--- src/rtl/lkc_pkg.sv ---
package lkc_pkg;
  typedef enum logic [1:0] {
    A_MODE = 2'd0,
    A_CMD  = 2'd1,
    A_STAT = 2'd2,
    A_RES  = 2'd3
  } addr_e;

  typedef enum logic [2:0] {
    ACT_NONE,
    ACT_SET,
    ACT_CLR,
    ACT_GET,
    ACT_GP
  } act_e;

  typedef struct packed {
    act_e        act;
    logic [15:0] arg;
  } cmd_t;
endpackage

--- src/rtl/lkc_decode.sv ---
module lkc_decode
  import lkc_pkg::*;
#(
  parameter logic [7:0] KEY    = 8'hA5,
  parameter logic [7:0] OP_SET = 8'h08,
  parameter logic [7:0] OP_CLR = 8'h09,
  parameter logic [7:0] OP_GET = 8'h0A,
  parameter logic [7:0] OP_GP  = 8'h0B
) (
  input  logic        wr_cmd,
  input  logic        busy,
  input  logic [31:0] wdata,
  output logic        accept,
  output logic        reject,
  output cmd_t        cmd
);
  logic key_ok;

  always_comb begin
    key_ok  = (wdata[31:24] == KEY);
    cmd.arg = wdata[23:8];
    if (wdata[7:0] == OP_SET)      cmd.act = ACT_SET;
    else if (wdata[7:0] == OP_CLR) cmd.act = ACT_CLR;
    else if (wdata[7:0] == OP_GET) cmd.act = ACT_GET;
    else if (wdata[7:0] == OP_GP)  cmd.act = ACT_GP;
    else                           cmd.act = ACT_NONE;
    reject = wr_cmd && (!key_ok || busy || cmd.act == ACT_NONE);
    accept = wr_cmd && !reject;
  end
endmodule

--- src/rtl/lkc_timer.sv ---
module lkc_timer #(
  parameter int BUSY_CYCLES = 4,
  parameter int CW          = 3
) (
  input  logic          clk,
  input  logic          rst_n,
  input  logic          start,
  output logic [CW-1:0] cnt,
  output logic          done,
  output logic          busy
);
  always_ff @(posedge clk or negedge rst_n) begin
    if (!rst_n)           cnt <= '0;
    else if (start)       cnt <= CW'(BUSY_CYCLES);
    else if (cnt != '0)   cnt <= cnt - 1'b1;
  end

  assign done = (cnt == CW'(1));
  assign busy = (cnt != '0);
endmodule

--- src/rtl/lkc_store.sv ---
module lkc_store
  import lkc_pkg::*;
#(
  parameter int NUM_REGIONS = 64,
  parameter int NUM_GP      = 8
) (
  input  logic                   clk,
  input  logic                   rst_n,
  input  logic                   apply,
  input  cmd_t                   cmd,
  output logic [NUM_REGIONS-1:0] lock_q,
  output logic [NUM_GP-1:0]      gp_q
);
  for (genvar g = 0; g < NUM_REGIONS; g++) begin : g_lock
    logic hit;
    assign hit = apply && (cmd.arg == 16'(g));
    always_ff @(posedge clk or negedge rst_n) begin
      if (!rst_n)                          lock_q[g] <= 1'b0;
      else if (hit && cmd.act == ACT_SET)  lock_q[g] <= 1'b1;
      else if (hit && cmd.act == ACT_CLR)  lock_q[g] <= 1'b0;
    end
  end

  for (genvar g = 0; g < NUM_GP; g++) begin : g_gp
    always_ff @(posedge clk or negedge rst_n) begin
      if (!rst_n) gp_q[g] <= 1'b0;
      else if (apply && cmd.act == ACT_GP && cmd.arg == 16'(g)) gp_q[g] <= 1'b1;
    end
  end
endmodule

--- src/rtl/lkc_result.sv ---
module lkc_result #(
  parameter int NUM_REGIONS = 64,
  parameter int NWORDS      = 2,
  parameter int PW          = 2
) (
  input  logic                   clk,
  input  logic                   rst_n,
  input  logic                   load,
  input  logic [NUM_REGIONS-1:0] lock_bits,
  input  logic                   adv,
  output logic [31:0]            word
);
  logic [NWORDS*32-1:0] snap;
  logic [PW-1:0]        ptr;

  always_ff @(posedge clk or negedge rst_n) begin
    if (!rst_n) begin
      snap <= '0;
      ptr  <= PW'(NWORDS);
    end else if (load) begin
      snap <= (NWORDS*32)'(lock_bits);
      ptr  <= '0;
    end else if (adv && ptr < PW'(NWORDS)) begin
      ptr  <= ptr + 1'b1;
    end
  end

  always_comb begin
    word = '0;
    for (int w = 0; w < NWORDS; w++)
      if (ptr == PW'(w)) word = snap[w*32 +: 32];
  end
endmodule

--- src/rtl/lockbit_ctrl.sv ---
module lockbit_ctrl
  import lkc_pkg::*;
#(
  parameter int         NUM_REGIONS = 64,
  parameter int         NUM_GP      = 8,
  parameter int         BUSY_CYCLES = 4,
  parameter logic [7:0] KEY         = 8'hA5,
  parameter logic [7:0] OP_SET      = 8'h08,
  parameter logic [7:0] OP_CLR      = 8'h09,
  parameter logic [7:0] OP_GET      = 8'h0A,
  parameter logic [7:0] OP_GP       = 8'h0B
) (
  input  logic        clk,
  input  logic        rst_n,
  input  logic        reg_wr,
  input  logic        reg_rd,
  input  logic [1:0]  reg_addr,
  input  logic [31:0] reg_wdata,
  output logic [31:0] reg_rdata,
  output logic        cmd_ready,
  output logic        irq
);
  localparam int NWORDS = (NUM_REGIONS + 31) / 32;
  localparam int PW     = $clog2(NWORDS + 1);
  localparam int CW     = $clog2(BUSY_CYCLES + 1);

  logic                   wr_cmd, rd_eff, accept, reject, done, busy;
  logic [CW-1:0]          tmr_cnt;
  cmd_t                   dec_cmd, pend_q;
  logic                   ready_q, err_q, ien_q;
  logic [NUM_REGIONS-1:0] lock_q;
  logic [NUM_GP-1:0]      gp_q;
  logic [31:0]            res_word, stat_word;

  assign wr_cmd = reg_wr && reg_addr == A_CMD;
  assign rd_eff = reg_rd && !reg_wr;

  lkc_decode #(.KEY(KEY), .OP_SET(OP_SET), .OP_CLR(OP_CLR), .OP_GET(OP_GET), .OP_GP(OP_GP)) u_dec (
    .wr_cmd(wr_cmd), .busy(busy), .wdata(reg_wdata),
    .accept(accept), .reject(reject), .cmd(dec_cmd)
  );

  lkc_timer #(.BUSY_CYCLES(BUSY_CYCLES), .CW(CW)) u_tmr (
    .clk(clk), .rst_n(rst_n), .start(accept),
    .cnt(tmr_cnt), .done(done), .busy(busy)
  );

  lkc_store #(.NUM_REGIONS(NUM_REGIONS), .NUM_GP(NUM_GP)) u_store (
    .clk(clk), .rst_n(rst_n), .apply(done), .cmd(pend_q),
    .lock_q(lock_q), .gp_q(gp_q)
  );

  lkc_result #(.NUM_REGIONS(NUM_REGIONS), .NWORDS(NWORDS), .PW(PW)) u_res (
    .clk(clk), .rst_n(rst_n), .load(done && pend_q.act == ACT_GET),
    .lock_bits(lock_q), .adv(rd_eff && reg_addr == A_RES), .word(res_word)
  );

  always_ff @(posedge clk or negedge rst_n) begin
    if (!rst_n) begin
      pend_q  <= '{act: ACT_NONE, arg: '0};
      ready_q <= 1'b1;
      err_q   <= 1'b0;
      ien_q   <= 1'b0;
    end else begin
      if (accept) pend_q <= dec_cmd;
      if (accept)    ready_q <= 1'b0;
      else if (done) ready_q <= 1'b1;
      if (reject)                              err_q <= 1'b1;
      else if (rd_eff && reg_addr == A_STAT)   err_q <= 1'b0;
      if (reg_wr && reg_addr == A_MODE) ien_q <= reg_wdata[0];
    end
  end

  always_comb begin
    stat_word = '0;
    stat_word[0] = ready_q;
    stat_word[1] = err_q;
    stat_word[16 +: NUM_GP] = gp_q;
  end

  always_comb begin
    case (reg_addr)
      A_MODE:  reg_rdata = {31'b0, ien_q};
      A_STAT:  reg_rdata = stat_word;
      A_RES:   reg_rdata = res_word;
      default: reg_rdata = '0;
    endcase
  end

  assign cmd_ready = ready_q;
  assign irq       = ready_q && ien_q;
endmodule

--- config.mk ---
export PLATFORM = sky130hd
export DESIGN_NAME = lockbit_ctrl
export DESIGN_NICKNAME = d
export VERILOG_FILES = /design/src/rtl/lkc_pkg.sv /design/src/rtl/lkc_decode.sv /design/src/rtl/lkc_timer.sv /design/src/rtl/lkc_store.sv /design/src/rtl/lkc_result.sv /design/src/rtl/lockbit_ctrl.sv
export SDC_FILE = /design/constraint.sdc
export NUM_CORES = 1
export LEC_CHECK = 0
export ABC_CLOCK_PERIOD_IN_PS = 2000
export BUFFER_PORTS_ARGS = -buffer_cell sky130_fd_sc_hd__buf_2
export CAP_MARGIN = 10
export CORE_UTILIZATION = 31
export DETAILED_ROUTE_END_ITERATION = 7
export GPL_ROUTABILITY_DRIVEN = 0
export PLACE_DENSITY = 0.58
export RECOVER_POWER = 25
export SYNTH_ARGS = -nofsm -noshare
export SYNTH_HDL_FRONTEND = slang
export SYNTH_SLANG_ARGS = --single-unit
--- constraint.sdc ---
create_clock -name clk -period 2 [get_ports clk]
set_input_delay 0.3 -clock clk [delete_from_list [all_inputs] [get_ports clk]]
set_output_delay 0.3 -clock clk [all_outputs]
set_load 0.005 [all_outputs]
==> Word-level counts from Yosys, hierarchy flattened <==
Index checks and enable logic that the tools add are counted.
{ "op_classes": {"addsub": 2, "magnitude_cmp": 1, "n_eq_ne": 77, "muxes": 143, "reduce_logical": 289} }
{ "op_table": {"columns": ["operator", "n"], "rows": [
  ["16-bit by 6-bit == test with 1-bit output (second input constant)", 32],
  ["16-bit by 5-bit == test with 1-bit output (second input constant)", 16],
  ["1-bit logical AND", 211],
  ["2-bit nonzero test", 68],
  ["1-bit two-way mux", 132],
  ["16-bit by 4-bit == test with 1-bit output (second input constant)", 8],
  ["32-bit one-hot mux with 3 select lines", 1],
  ["16-bit by 3-bit == test with 1-bit output (second input constant)", 4],
  ["32-bit two-way mux", 2],
  ["16-bit by 2-bit == test with 1-bit output (second input constant)", 2],
  ["8-bit by 4-bit == test with 1-bit output (second input constant)", 4],
  ["3-bit two-way mux", 6],
  ["16-bit by 1-bit == test with 1-bit output (second input constant)", 1],
  ["16-bit logical NOT", 1],
  ["8-bit == test (second input constant)", 1],
  ["3-bit by 1-bit == test with 1-bit output (second input constant)", 2],
  ["3-bit by 2-bit == test with 1-bit output (second input constant)", 2],
  ["2-bit by 1-bit == test with 1-bit output (second input constant)", 2],
  ["2-bit == test (second input constant)", 2],
  ["2-bit logical NOT", 2],
  ["2-bit two-way mux", 2],
  ["3-bit == test (second input constant)", 1],
  ["1-bit logical NOT", 3],
  ["3-bit logical NOT", 1],
  ["other kinds (5)", 6]
]} }
{ "totals": {"regBits": 163, "input_bits": 38, "output_inout_bits": 34, "word_cells": 592} }

==> Longest topological paths before layout <==
Gate-level depths: netlist of the first run.
{ "logic_depth": {"ltp_word": 11, "mapped_depth": 8, "mapped_depth_nobuf": 6} }

==> Hierarchy <==
A second synthesis of the first run with hierarchy kept.
{ "unflattened": {"cells_unflattened": 663, "area_unflattened_um2": 7379.6} }
{ "by_module_without_submodules": {"columns": ["mod", "n_inst", "cells_each", "area_per_inst_um2", "seq_area_each_um2"], "rows": [
  ["lkc_result", 1, 253, 2926.6, 1652.8],
  ["lkc_store", 1, 258, 2824.0, 1801.7],
  ["lockbit_ctrl", 1, 104, 1209.9, 551.8],
  ["lkc_decode", 1, 30, 220.2, 0.0],
  ["lkc_timer", 1, 18, 198.9, 75.1]
]} }

==> Worst setup path after synthesis of the first run <==
No wires, ideal clock.
{ "synth_path": {"kind": "register to output", "startpoint": "reg u_res.ptr[1]", "endpoint": "out reg_rdata[21]", "arrival_ns": 1.683, "required_time_ns": 1.700, "slack_ns": 0.017, "stages_incl_launch_ff": 9, "path_buffers": 2, "path_cell_list": "dfstp_2 inv_1 ha_1 clkbuf_1 nor2b_1 clkbuf_1 a22oi_1 nand2_1 o211a_1"} }
{ "synth_between": {"elab_chain_len": 4, "elab_cells_between_ends": 5, "cone_classes": "1 x eq/ne; 3 x mux; 1 x reduce/logical"} }
{ "synth_lines": {"columns": ["element", "line", "rtl"], "rows": [
  ["from (decl)", "lkc_result.sv:14", "logic [PW-1:0] ptr;"],
  ["from (signal assigned)", "lkc_result.sv:19", "ptr <= PW'(NWORDS);"],
  ["from (signal assigned)", "lkc_result.sv:24", "ptr <= ptr + 1'b1;"],
  ["2-bit logical NOT", "lkc_result.sv:31", "if (ptr == PW'(w)) word = snap[w*32 +: 32];"],
  ["32-bit two-way mux", "lkc_result.sv:31", null],
  ["32-bit two-way mux *", "lkc_result.sv:31", null],
  ["32-bit one-hot mux with 3 select lines *", "lockbit_ctrl.sv:82", "case (reg_addr)"],
  ["to (decl)", "lockbit_ctrl.sv:19", "output logic [31:0] reg_rdata,"]
]} }
Mark *: on every way between the ends. The rest lies on a longest branch, timed or not.

==> Worst setup path after layout of the first run <==
{ "layout_path": {"startpoint": "reg u_res.ptr[1]", "endpoint": "out reg_rdata[1]"} }
Same word-level chain as after synthesis.

==> run_summary.xml, run 1 <==
<?xml version="1.0" encoding="UTF-8"?>
<metrics>
  <group name="setup_path">
    <metric name="worstPathBufferInverterCount" unit="">4</metric>
    <metric name="timing.critical_path.from_type" unit="">flop</metric>
    <metric name="timing_worst_setup_path_type" unit="">flop to primary output</metric>
    <metric name="slowest_stage" unit="">dfstp_2</metric>
    <metric name="worst-r2r-setup-slack" unit="ps">-70</metric>
    <metric name="endpoint_type_of_the_worst_setup_path" unit="">primary output</metric>
    <metric name="worst-endpoint-required" unit="ps">1700</metric>
    <metric name="path_delay_family" unit="">flip-flops</metric>
    <metric name="r2r_end" unit="">pend_q[3]</metric>
    <metric name="cp.arrival" unit="ps">2030</metric>
    <metric name="crit_path_max_incr_delay" unit="ps">550</metric>
    <metric name="worstPathCellList" unit="">inv_4 -&gt; ha_4 -&gt; buf_12 -&gt; buf_12 -&gt; a22oi_2 -&gt; nand2_1 -&gt; o211a_1 -&gt; buf_2</metric>
    <metric name="cp_max_fo" unit="">8</metric>
    <metric name="critPathLaunch" unit="">u_res.ptr[1]</metric>
    <metric name="worstRegToRegCells" unit="">9</metric>
    <metric name="cp_common_cell" unit="">buf_12</metric>
    <metric name="r2r-start" unit="">u_tmr.cnt[1]</metric>
  </group>
  <group name="sta">
    <metric name="post-route-period-util" unit="%">116.3</metric>
    <metric name="slew_headroom" unit="%">17.33</metric>
    <metric name="clock_skew" unit="ps">8.529</metric>
    <metric name="achievable-frequency" unit="MHz">430.0</metric>
    <metric name="timing.final.crit_period" unit="ps">2326</metric>
    <metric name="timing.final.ws_setup" unit="ps">-325.8</metric>
    <metric name="finalMaxSlewViolations" unit="">0</metric>
    <metric name="final-setup-viol-count" unit="">52</metric>
    <metric name="grt_setup_unrepaired" unit="">yes</metric>
    <metric name="final.hold.worst_slack" unit="ps">100.5</metric>
    <metric name="final-hold-violation-count" unit="">0</metric>
    <metric name="timing_worst_slew_pin_value" unit="ps">1240</metric>
  </group>
  <group name="power">
    <metric name="internal_power" unit="mW">5.779</metric>
    <metric name="p_leak" unit="nW">4.497</metric>
    <metric name="power.density" unit="nW/um^2">820.1</metric>
    <metric name="ir_worst_vdd" unit="uV">520.4</metric>
    <metric name="clockPowerShare" unit="%">36.8</metric>
    <metric name="p_sw_share" unit="%">27.25</metric>
    <metric name="pwr-share-comb" unit="%">20.0</metric>
    <metric name="power_frac_seq" unit="%">43.3</metric>
    <metric name="power.net_switching" unit="mW">2.165</metric>
  </group>
  <group name="yosys">
    <metric name="synth_flop_cell" unit="">dfrtp_1</metric>
    <metric name="synth_fp_nets" unit="">644</metric>
    <metric name="synth.yosys.seq_area_share" unit="%">56.88</metric>
    <metric name="synth-seq-cells" unit="">163</metric>
    <metric name="netlist_area" unit="sq um">7176</metric>
    <metric name="synth.avg_cell_area" unit="sq um">11.94</metric>
    <metric name="synth_edf_count" unit="">0</metric>
    <metric name="yosysUniqueCellTypes" unit="">42</metric>
    <metric name="synth-warning-count" unit="">0</metric>
    <metric name="synthesis.instances" unit="">601</metric>
    <metric name="synth-async-reset-ratio" unit="%">100.0</metric>
  </group>
  <group name="status">
    <metric name="outcome" unit="">finished, violations left</metric>
    <metric name="violated_checks" unit="">setup timing</metric>
  </group>
  <group name="global_routing">
    <metric name="global_route.overflow_total" unit="">0</metric>
    <metric name="global_route_wire_length_before_repair" unit="microns">28890</metric>
    <metric name="track_usage" unit="%">15.84</metric>
    <metric name="grt_start_max_net_pins" unit="">48</metric>
    <metric name="grt_pass1_vias" unit="">5220</metric>
    <metric name="antenna_found_initial" unit="">0</metric>
  </group>
  <group name="clock_network">
    <metric name="clk_path_buf_depth" unit="">2</metric>
    <metric name="ctsRootBufferMaster" unit="">clkbuf_16</metric>
    <metric name="clk_pin_slew_worst_paths" unit="ps">60</metric>
    <metric name="tritoncts" unit="">yes</metric>
    <metric name="ctsHtreeMaxLevel" unit="">4</metric>
    <metric name="cts_inserted_buffers" unit="">17</metric>
    <metric name="latest_clock_arrival_within_the_worst_skew_pair" unit="ps">430</metric>
    <metric name="clkSinkCount" unit="">163</metric>
  </group>
  <group name="floorplan">
    <metric name="rows" unit="">55</metric>
    <metric name="coreArea" unit="sq um">22640</metric>
    <metric name="io_pins" unit="">72</metric>
    <metric name="initial_utilization" unit="%">31.69</metric>
    <metric name="fp.dieW" unit="microns">154.1</metric>
    <metric name="die_height" unit="microns">154.1</metric>
    <metric name="die_ar" unit="sq um">23760</metric>
  </group>
  <group name="drt">
    <metric name="route.detailed.vias_per_inst" unit="">5.289</metric>
    <metric name="drt.antenna.violating_nets" unit="">0</metric>
    <metric name="drt_first_iter_violations" unit="">388</metric>
    <metric name="route.detailed.drc" unit="">0</metric>
    <metric name="route.vias.total" unit="">5427</metric>
    <metric name="first_pass_iters" unit="">4</metric>
    <metric name="route.detailed.wl_per_inst" unit="microns">19.21</metric>
    <metric name="totalWireLength" unit="microns">19710</metric>
  </group>
  <group name="placed_design">
    <metric name="place_inst" unit="">967</metric>
    <metric name="portBuffers" unit="">71</metric>
    <metric name="dpl.hpwl" unit="microns">11780</metric>
  </group>
  <group name="worst_hold_path">
    <metric name="min_path_type" unit="">input port to flop</metric>
    <metric name="min_delay_endpoint" unit="">pend_q[8]</metric>
    <metric name="hp-start" unit="">reg_wdata[16]</metric>
    <metric name="timing.hold.worst_path_depth" unit="">2</metric>
  </group>
  <group name="finish">
    <metric name="fin_nets" unit="">774</metric>
    <metric name="layout_commonest_cell" unit="">dfrtp_1</metric>
    <metric name="finished_layout_cells" unit="">1026</metric>
    <metric name="ff_latch_area" unit="sq um">4083</metric>
    <metric name="final_layout_size_suffix_gt1_share" unit="%">48.99</metric>
    <metric name="final_cell_mix" unit="">dfrtp_1, buf_2, mux2_2</metric>
    <metric name="areaGrowthSynthToFinish" unit="%">35.00</metric>
    <metric name="final.fill_count" unit="">2083</metric>
    <metric name="area_of_combinational_cells_with_multiple_inputs" unit="sq um">3396</metric>
    <metric name="final_core_utilization" unit="%">42.79</metric>
    <metric name="antenna_cells" unit="">0</metric>
  </group>
  <group name="job">
    <metric name="max_cap_viol_count" unit="">0</metric>
  </group>
</metrics>
-- power groups by stage --
stage	registers (mW)	clock network (mW)	logic, mW
2_1_floorplan	3.46	0	0.431
3_3_place_gp	3.47	0	0.881
3_5_place_dp	3.47	0	0.908
4_1_cts	3.42	2.98	1.12
5_1_grt	3.45	3.11	1.69
6_report	3.44	2.92	1.59
-- per-stage QoR --
step                      total power, mW  cell area [sq um]  worst slack, ps  setup TNS (ps)
after floorplan                     3.895               7176            17.41               0
after global placement              4.350               8230           -35.70          -44.11
after detailed placement            4.377               8230           -78.57          -566.0
after CTS                           7.527               8977           -326.3           -8116
after global routing                8.249               9687           -395.7          -15530
final                               7.944               9687           -325.8           -9432
-- flip-flops by register name (all words and copies together) (netlist names) --
signal,flops
u_res.ptr,2
err_q,1
cmd_ready,1
u_store.lock_q,64
u_store.gp_q,8
ien_q,1
u_tmr.cnt,3
pend_q,19
u_res.snap,64
-- how the worst max path moves through the flow --
| stage | slack [ps] | cells past startpoint | to |
|---|---|---|---|
| finish | -330 | 8 | reg_rdata[1] |
| global placement | -40 | 8 | reg_rdata[20] |
| detailed placement | -80 | 7 | u_store.lock_q[46] |
| floorplan | 20 | 8 | reg_rdata[21] |
| global route | -400 | 8 | reg_rdata[23] |
| CTS | -330 | 8 | reg_rdata[0] |
-- logic make-up (layout without fill, tap and decap cells) --
kind of cell             Yosys count  after routing  share of synthesized area [%]
AO/OA/AOI/OAI                    185            185                          17.35
flip-flops                       163            163                          56.88
AND/OR/NAND/NOR                  111            112                          8.439
multiplexers                      85             85                          13.27
buffers and inverters             49            188                          2.825
adder cells (fa/ha/maj)            5              5                         0.8718
XOR/XNOR                           3              3                         0.3662
-- cell type report --
class	count	share of cell area, %
inverter	9	0.3746
tap	285	3.681
sequential	163	42.15
timing repair buffer	150	13.41
clock buffer	20	4.715
multi-input combinational	390	35.06
clock inverter	9	0.6200
-- repair_timing --
item	CTS	global route
endpoints found under the hold margin	42	0
pin swaps	12	40
hold buffers	1	0
gates resized for setup	35	128
setup endpoints to repair	67	109
cloned	2	6
buffers inserted	3	18
-- synthesized netlist by cell type (3+ instances only) --
cell / number / share of area, %
dfrtp_1: 161 / 56
mux2_2: 81 / 13
o31ai_1: 62 / 6.5
o21ai_0: 43 / 3.0
nor2_1: 40 / 2.1
a22oi_1: 31 / 3.2
clkbuf_1: 30 / 1.6
o21ai_1: 23 / 1.6
nand2_1: 22 / 1.2
nand3_1: 11 / 0.77
buf_2: 9 / 0.63
inv_1: 9 / 0.47
o211a_1: 9 / 1.3
nand4_1: 7 / 0.61
nor2b_1: 7 / 0.61
a21oi_1: 5 / 0.35
a31o_2: 5 / 0.61
ha_1: 5 / 0.87
mux2i_1: 4 / 0.56
nor4bb_1: 4 / 0.56
nor3b_1: 3 / 0.31
or2_2: 3 / 0.26
-- per-layer routing --
layer	part of all wire [%]	wire length, microns	global-route usage [%]
met1	44	8584	20.44
met2	50	9757	26.17
met3	5.5	1086	3.692
met4	1.4	278	5.143
met5	0	0	0
No activity file was read; power rests on OpenSTA's default activity.
==> run 2, diff against run 1 <==
--- a/config.mk
+++ b/config.mk
@@ -8,10 +8,11 @@
 export ABC_CLOCK_PERIOD_IN_PS = 2000
 export BUFFER_PORTS_ARGS = -buffer_cell sky130_fd_sc_hd__buf_2
 export CAP_MARGIN = 10
-export CORE_UTILIZATION = 31
+export CORE_MARGIN = 1.5
+export CORE_UTILIZATION = 40
 export DETAILED_ROUTE_END_ITERATION = 7
 export GPL_ROUTABILITY_DRIVEN = 0
-export PLACE_DENSITY = 0.58
+export PLACE_DENSITY = 0.69
 export RECOVER_POWER = 25
 export SYNTH_ARGS = -nofsm -noshare
 export SYNTH_HDL_FRONTEND = slang
==> run 2 against run 1 <==
Effect of this change:
- the run ends with capacitance limit, slew limit, setup timing left
- utilization grew 15 points
- worst hold slack gained 4.6 ps
- sequential share of layout area shrank 1.7 points
- combinational power shrank 14%
- clock power grew 12%
- highest routed layer unchanged
==> run_summary.xml, run 2 (synthesis gave the netlist of run 1 again) <==
<?xml version="1.0" encoding="UTF-8"?>
<metrics>
  <group name="status">
    <metric name="outcome" unit="">finished, violations left</metric>
    <metric name="violated_checks" unit="">capacitance limit, slew limit, setup timing</metric>
  </group>
  <group name="setup_path">
    <metric name="worstPathBufferInverterCount" unit="">3</metric>
    <metric name="timing.critical_path.from_type" unit="">flop</metric>
    <metric name="timing_worst_setup_path_type" unit="">flop to primary output</metric>
    <metric name="crit_path_max_incr_delay" unit="ps">550</metric>
    <metric name="cp.arrival" unit="ps">2040</metric>
    <metric name="endpoint_type_of_the_worst_setup_path" unit="">primary output</metric>
    <metric name="path_delay_family" unit="">flip-flops</metric>
    <metric name="worst-r2r-setup-slack" unit="ps">-140</metric>
    <metric name="slowest_stage" unit="">dfstp_2</metric>
    <metric name="worst-endpoint-required" unit="ps">1700</metric>
    <metric name="worstPathCellList" unit="">inv_2 -&gt; ha_4 -&gt; nor2b_4 -&gt; buf_12 -&gt; a22oi_2 -&gt; nand2_1 -&gt; o211a_1 -&gt; buf_2</metric>
    <metric name="cp_max_fo" unit="">13</metric>
  </group>
  <group name="drt">
    <metric name="drt.antenna.violating_nets" unit="">0</metric>
    <metric name="first_pass_iters" unit="">5</metric>
    <metric name="route.detailed.drc" unit="">0</metric>
    <metric name="route.detailed.wl_per_inst" unit="microns">22.24</metric>
    <metric name="totalWireLength" unit="microns">21490</metric>
    <metric name="route.detailed.vias_per_inst" unit="">5.976</metric>
    <metric name="drt_first_iter_violations" unit="">398</metric>
    <metric name="route.vias.total" unit="">5773</metric>
  </group>
  <group name="finish">
    <metric name="final_cell_mix" unit="">dfrtp_1, buf_2, mux2_2</metric>
    <metric name="final_core_utilization" unit="%">57.87</metric>
    <metric name="fin_area" unit="sq um">10080</metric>
    <metric name="largest_registers" unit="">u_res.snap (64), u_store.lock_q (64), pend_q (19)</metric>
    <metric name="areaGrowthSynthToFinish" unit="%">40.45</metric>
    <metric name="fin_nets" unit="">771</metric>
    <metric name="final_layout_size_suffix_gt1_share" unit="%">50.74</metric>
    <metric name="final.fill_count" unit="">1332</metric>
    <metric name="layout_commonest_cell" unit="">dfrtp_1</metric>
    <metric name="finished_layout_cells" unit="">966</metric>
    <metric name="antenna_cells" unit="">0</metric>
  </group>
  <group name="sta">
    <metric name="timing_worst_slew_pin_value" unit="ps">1505</metric>
    <metric name="final-setup-viol-count" unit="">76</metric>
    <metric name="timing.final.ws_setup" unit="ps">-340.1</metric>
    <metric name="final-hold-violation-count" unit="">0</metric>
    <metric name="final.hold.worst_slack" unit="ps">105.1</metric>
    <metric name="finalMaxSlewViolations" unit="">55</metric>
    <metric name="clock_skew" unit="ps">5.262</metric>
    <metric name="post-route-period-util" unit="%">117.0</metric>
    <metric name="achievable-frequency" unit="MHz">427.3</metric>
    <metric name="slew_headroom" unit="%">-0.3361</metric>
    <metric name="grt_setup_unrepaired" unit="">yes</metric>
    <metric name="timing.final.crit_period" unit="ps">2340</metric>
  </group>
  <group name="placed_design">
    <metric name="post_dp_cell_area" unit="sq um">8130</metric>
    <metric name="portBuffers" unit="">71</metric>
    <metric name="place_inst" unit="">902</metric>
    <metric name="dpl.hpwl" unit="microns">12340</metric>
  </group>
  <group name="floorplan">
    <metric name="die_height" unit="microns">136.9</metric>
    <metric name="fp.dieW" unit="microns">136.9</metric>
    <metric name="die_ar" unit="sq um">18750</metric>
    <metric name="coreArea" unit="sq um">17420</metric>
    <metric name="io_pins" unit="">72</metric>
    <metric name="rows" unit="">48</metric>
    <metric name="initial_utilization" unit="%">41.20</metric>
  </group>
  <group name="global_routing">
    <metric name="global_route.overflow_total" unit="">0</metric>
    <metric name="grt_start_max_net_pins" unit="">57</metric>
    <metric name="antenna_found_initial" unit="">0</metric>
    <metric name="track_usage" unit="%">21.29</metric>
    <metric name="grt_pass1_vias" unit="">5816</metric>
    <metric name="global_route_wire_length_before_repair" unit="microns">30390</metric>
  </group>
  <group name="power">
    <metric name="ir_worst_vdd" unit="uV">665.3</metric>
    <metric name="p_leak" unit="nW">4.565</metric>
    <metric name="power.density" unit="nW/um^2">803.4</metric>
    <metric name="total_power" unit="mW">8.097</metric>
  </group>
  <group name="clock_network">
    <metric name="clk_path_buf_depth" unit="">2</metric>
    <metric name="clk_pin_slew_worst_paths" unit="ps">60</metric>
    <metric name="tritoncts" unit="">yes</metric>
    <metric name="ctsRootBufferMaster" unit="">clkbuf_16</metric>
    <metric name="latest_clock_arrival_within_the_worst_skew_pair" unit="ps">420</metric>
    <metric name="clkSinkCount" unit="">163</metric>
    <metric name="cts_inserted_buffers" unit="">17</metric>
    <metric name="ctsHtreeMaxLevel" unit="">4</metric>
  </group>
  <group name="job">
    <metric name="max_cap_viol_count" unit="">1</metric>
  </group>
  <group name="worst_hold_path">
    <metric name="min_path_type" unit="">input port to flop</metric>
  </group>
</metrics>
-- run 2: cell types whose count changed in the layout (fill, tap and decap cells not counted), moves of 7 or more --
cell     delta
buf_4       -7
o21ai_0    -17
o31ai_2     -9
o31ai_1    -23
o21ai_1    +22
o31ai_4    +32
-- run 2: worst paths after layout --
path                            cells after the start             from                 end
worst min-delay path                                2    reg_wdata[23]          pend_q[15]
max in group asynchronous                           3            rst_n      u_res.snap[45]
worst max register to register                     10     u_tmr.cnt[1]  u_store.lock_q[47]
worst min register to register                      1  u_store.gp_q[5]     u_store.gp_q[5]
worst max-delay path                                8     u_res.ptr[1]       reg_rdata[18]
min in group asynchronous                           2            rst_n      u_res.snap[10]
-- run 2: final cells by class --
cell class | instances | area (sq um) | share of cell area [%]
Inverter | 9 | 33.78 | 0.3352
Timing Repair Buffer | 146 | 1282 | 12.73
Clock inverter | 10 | 132.6 | 1.316
Sequential cell | 163 | 4081 | 40.50
Multi-Input combinational cell | 391 | 3812 | 37.83
Clock buffer | 22 | 454.2 | 4.507
Tap cell | 225 | 281.5 | 2.793
-- run 2: routing by layer --
metal	vias to the layer above	track usage (%)	wire, microns
met5	-	0	0
li1	2516	-	-
met4	0	7.719	699
met3	59	4.815	1453
met2	256	35.87	10640
met1	2942	26.85	8691
-- run 2: per-stage QoR --
step,setup slack [ps],setup TNS (ps)
2_1_floorplan,17.41,0
3_3_place_gp,-52.66,-2387
3_5_place_dp,-113.4,-6370
4_1_cts,-295.0,-7758
5_1_grt,-419.9,-15960
6_report,-340.1,-9793
-- run 2: repair_timing --
item,in CTS,in global routing
endpoints found under the hold margin,49,0
buffers inserted,6,12
resized for setup,45,179
cloned,1,12
hold buffers,1,0
pin swaps,9,59
endpoints found under the setup margin,131,108
-- run 2: report_power, final --
group,total (mW),switching [mW],internal (mW),leakage (nW)
registers,3.44,0.0810,3.36,2.24
logic,1.37,0.729,0.642,2.04
clock network,3.28,1.29,1.99,0.280
total,8.10,2.10,5.99,4.56
==> run 3, diff against run 2 <==
--- a/config.mk
+++ b/config.mk
@@ -5,14 +5,15 @@
 export SDC_FILE = /design/constraint.sdc
 export NUM_CORES = 1
 export LEC_CHECK = 0
-export ABC_CLOCK_PERIOD_IN_PS = 2000
+export ABC_CLOCK_PERIOD_IN_PS = 2750
 export BUFFER_PORTS_ARGS = -buffer_cell sky130_fd_sc_hd__buf_2
 export CAP_MARGIN = 10
+export CORE_ASPECT_RATIO = 1.1
 export CORE_MARGIN = 1.5
 export CORE_UTILIZATION = 40
 export DETAILED_ROUTE_END_ITERATION = 7
 export GPL_ROUTABILITY_DRIVEN = 0
-export PLACE_DENSITY = 0.69
+export PLACE_DENSITY = 0.67
 export RECOVER_POWER = 25
 export SYNTH_ARGS = -nofsm -noshare
 export SYNTH_HDL_FRONTEND = slang
==> constraint.sdc (replaced) <==
create_clock -name clk -period 2.75 [get_ports clk]
set_input_delay 0.4125 -clock clk [delete_from_list [all_inputs] [get_ports clk]]
set_output_delay 0.4125 -clock clk [all_outputs]
set_load 0.005 [all_outputs]
==> run 3 against run 2 <==
Effect of this change:
- clock-buffer cell count decreased by 3
- the flow now finishes without violations
- utilization down 10 points
- critical path depth is the same
- via count decreased by 9.9%
- largest cell class unchanged
==> run_summary.xml, run 3 (synthesis gave the netlist of run 1 again) <==
<?xml version="1.0" encoding="UTF-8"?>
<metrics>
  <group name="status">
    <metric name="outcome" unit="">complete, no violations</metric>
  </group>
  <group name="drt">
    <metric name="route.vias.total" unit="">5200</metric>
    <metric name="drt.antenna.violating_nets" unit="">0</metric>
    <metric name="totalWireLength" unit="microns">17160</metric>
    <metric name="route.detailed.vias_per_inst" unit="">5.646</metric>
    <metric name="wl_met3" unit="microns">1002</metric>
    <metric name="topRoutingLayerUsed" unit="">met4</metric>
    <metric name="drt_first_iter_violations" unit="">381</metric>
    <metric name="route.detailed.wl_per_inst" unit="microns">18.63</metric>
    <metric name="met2_wirelength" unit="microns">8330</metric>
    <metric name="first_pass_iters" unit="">5</metric>
    <metric name="wl_met1" unit="microns">7467</metric>
    <metric name="route.detailed.drc" unit="">0</metric>
  </group>
  <group name="power">
    <metric name="total_power" unit="mW">5.377</metric>
    <metric name="ir_worst_vdd" unit="uV">506.8</metric>
    <metric name="p_leak" unit="nW">4.026</metric>
    <metric name="power.density" unit="nW/um^2">638.1</metric>
  </group>
  <group name="clock_network">
    <metric name="tritoncts" unit="">yes</metric>
    <metric name="clk_path_buf_depth" unit="">2</metric>
    <metric name="cts_inserted_buffers" unit="">17</metric>
    <metric name="clkSinkCount" unit="">163</metric>
    <metric name="latest_clock_arrival_within_the_worst_skew_pair" unit="ps">430</metric>
    <metric name="clk_pin_slew_worst_paths" unit="ps">60</metric>
    <metric name="ctsHtreeMaxLevel" unit="">4</metric>
    <metric name="ctsRootBufferMaster" unit="">clkbuf_16</metric>
  </group>
  <group name="sta">
    <metric name="timing.final.crit_period" unit="ps">2573</metric>
    <metric name="final-hold-violation-count" unit="">0</metric>
    <metric name="finalMaxSlewViolations" unit="">0</metric>
    <metric name="grt_setup_unrepaired" unit="">no</metric>
    <metric name="timing_worst_slew_pin_value" unit="ps">1147</metric>
    <metric name="clock_skew" unit="ps">5.057</metric>
    <metric name="final.setup.tns" unit="ps">0</metric>
    <metric name="post-route-period-util" unit="%">93.56</metric>
    <metric name="achievable-frequency" unit="MHz">388.7</metric>
    <metric name="slew_headroom" unit="%">23.51</metric>
    <metric name="final-setup-viol-count" unit="">0</metric>
  </group>
  <group name="finish">
    <metric name="final.fill_count" unit="">1578</metric>
    <metric name="antenna_cells" unit="">0</metric>
    <metric name="layout_commonest_cell" unit="">dfrtp_1</metric>
    <metric name="fin_nets" unit="">713</metric>
    <metric name="ff_latch_area" unit="sq um">4081</metric>
    <metric name="areaGrowthSynthToFinish" unit="%">17.44</metric>
    <metric name="final_cell_mix" unit="">dfrtp_1, mux2_2, buf_2</metric>
    <metric name="final_layout_size_suffix_gt1_share" unit="%">32.21</metric>
    <metric name="final_core_utilization" unit="%">47.85</metric>
    <metric name="largest_registers" unit="">u_res.snap (64), u_store.lock_q (64), pend_q (19)</metric>
    <metric name="finished_layout_cells" unit="">921</metric>
    <metric name="area_of_combinational_cells_with_multiple_inputs" unit="sq um">2907</metric>
  </group>
  <group name="floorplan">
    <metric name="die_height" unit="microns">143.5</metric>
    <metric name="rows" unit="">51</metric>
    <metric name="die_ar" unit="sq um">18750</metric>
    <metric name="fp.dieW" unit="microns">130.7</metric>
    <metric name="coreArea" unit="sq um">17610</metric>
    <metric name="initial_utilization" unit="%">40.74</metric>
    <metric name="io_pins" unit="">72</metric>
  </group>
  <group name="setup_path">
    <metric name="endpoint_type_of_the_worst_setup_path" unit="">primary output</metric>
    <metric name="timing_worst_setup_path_type" unit="">flop to primary output</metric>
    <metric name="timing.critical_path.from_type" unit="">flop</metric>
    <metric name="worstPathCellList" unit="">inv_1 -&gt; ha_1 -&gt; nor2b_4 -&gt; buf_4 -&gt; a22oi_1 -&gt; nand2_1 -&gt; o211a_1 -&gt; buf_2</metric>
    <metric name="crit_path_max_incr_delay" unit="ps">540</metric>
    <metric name="path_delay_family" unit="">flip-flops</metric>
    <metric name="cp_max_fo" unit="">8</metric>
    <metric name="worstPathBufferInverterCount" unit="">3</metric>
    <metric name="slowest_stage" unit="">dfstp_2</metric>
    <metric name="cp.arrival" unit="ps">2160</metric>
    <metric name="worst-endpoint-required" unit="ps">2340</metric>
  </group>
  <group name="global_routing">
    <metric name="grt_pass1_vias" unit="">5449</metric>
    <metric name="global_route_wire_length_before_repair" unit="microns">28410</metric>
    <metric name="global_route.overflow_total" unit="">0</metric>
    <metric name="antenna_found_initial" unit="">0</metric>
    <metric name="track_usage" unit="%">19.89</metric>
    <metric name="grt_start_max_net_pins" unit="">66</metric>
  </group>
  <group name="placed_design">
    <metric name="place_inst" unit="">885</metric>
    <metric name="portBuffers" unit="">71</metric>
    <metric name="dpl.hpwl" unit="microns">11160</metric>
  </group>
  <group name="worst_hold_path">
    <metric name="min_path_type" unit="">input port to flop</metric>
  </group>
  <group name="job">
    <metric name="max_cap_viol_count" unit="">0</metric>
  </group>
</metrics>
[run 3: cell types whose count changed in the layout (fill, tap and decap cells not counted), sizes merged]
cell / previous run / this run
or2: 5 / 3
clkbuf: 30 / 21
inv: 9 / 10
clkinv: 4 / 5
bufinv: 3 / 2
clkinvlp: 3 / 5
buf: 137 / 87
[run 3: through the flow]
step | area, sq um | worst slack, ps | hold WS, ps
after floorplan | 7176 | 654.9 | 116.9
after global placement | 7821 | 403.6 | 356.1
after detailed placement | 7821 | 341.0 | 370.8
after CTS | 8414 | 63.83 | 192.8
after global routing | 8427 | 53.23 | 199.3
final | 8427 | 177.1 | 210.9
[run 3: repair_timing]
action	in CTS	in global routing
setup buffers	0	3
hold endpoints to repair	39	0
endpoints found under the setup margin	16	7
hold buffers	1	0
resized for setup	1	2
[run 3: final cells by class]
| cell class | count | area share [%] |
|---|---|---|
| clock buffer | 19 | 5.256 |
| sequential | 163 | 48.43 |
| tap | 238 | 3.534 |
| multi-input combinational | 389 | 34.49 |
| clock inverter | 13 | 1.604 |
| inverter | 9 | 0.4009 |
| timing repair buffer | 90 | 6.281 |
[run 3: per-layer routing]
metal / track usage, % / vias to the layer above
met4: 7.692 / 0
met2: 32.30 / 172
met1: 25.64 / 2617
met3: 4.914 / 35
li1: - / 2376
met5: 0 / -
[run 3: final timing paths]
check	endpoint	cells after the start	slack, ps	startpoint
setup / recovery	reg_rdata[18]	8	180	u_res.ptr[1]
hold / removal	pend_q[10]	2	210	reg_wdata[18]
setup reg to reg	u_store.lock_q[45]	6	300	u_tmr.cnt[1]
hold reg to reg	u_store.gp_q[2]	1	480	u_store.gp_q[2]
max in group asynchronous	u_store.lock_q[14]	3	520	rst_n
min in group asynchronous	ien_q	2	740	rst_n
[run 3: worst reg2reg max path, cell delays in order (launching register included)]
cell     delay (ps)
dfrtp_1         380
inv_1           100
ha_1            180
nor4b_4         390
nand2_2         100
or4b_1          870
o21ai_0         330
[run 3: report_power, final]
part | switching [mW] | leakage, nW | internal, mW
sequential | 0.0396 | 2.24 | 2.45
combinational | 0.366 | 1.51 | 0.207
clock | 0.963 | 0.271 | 1.35
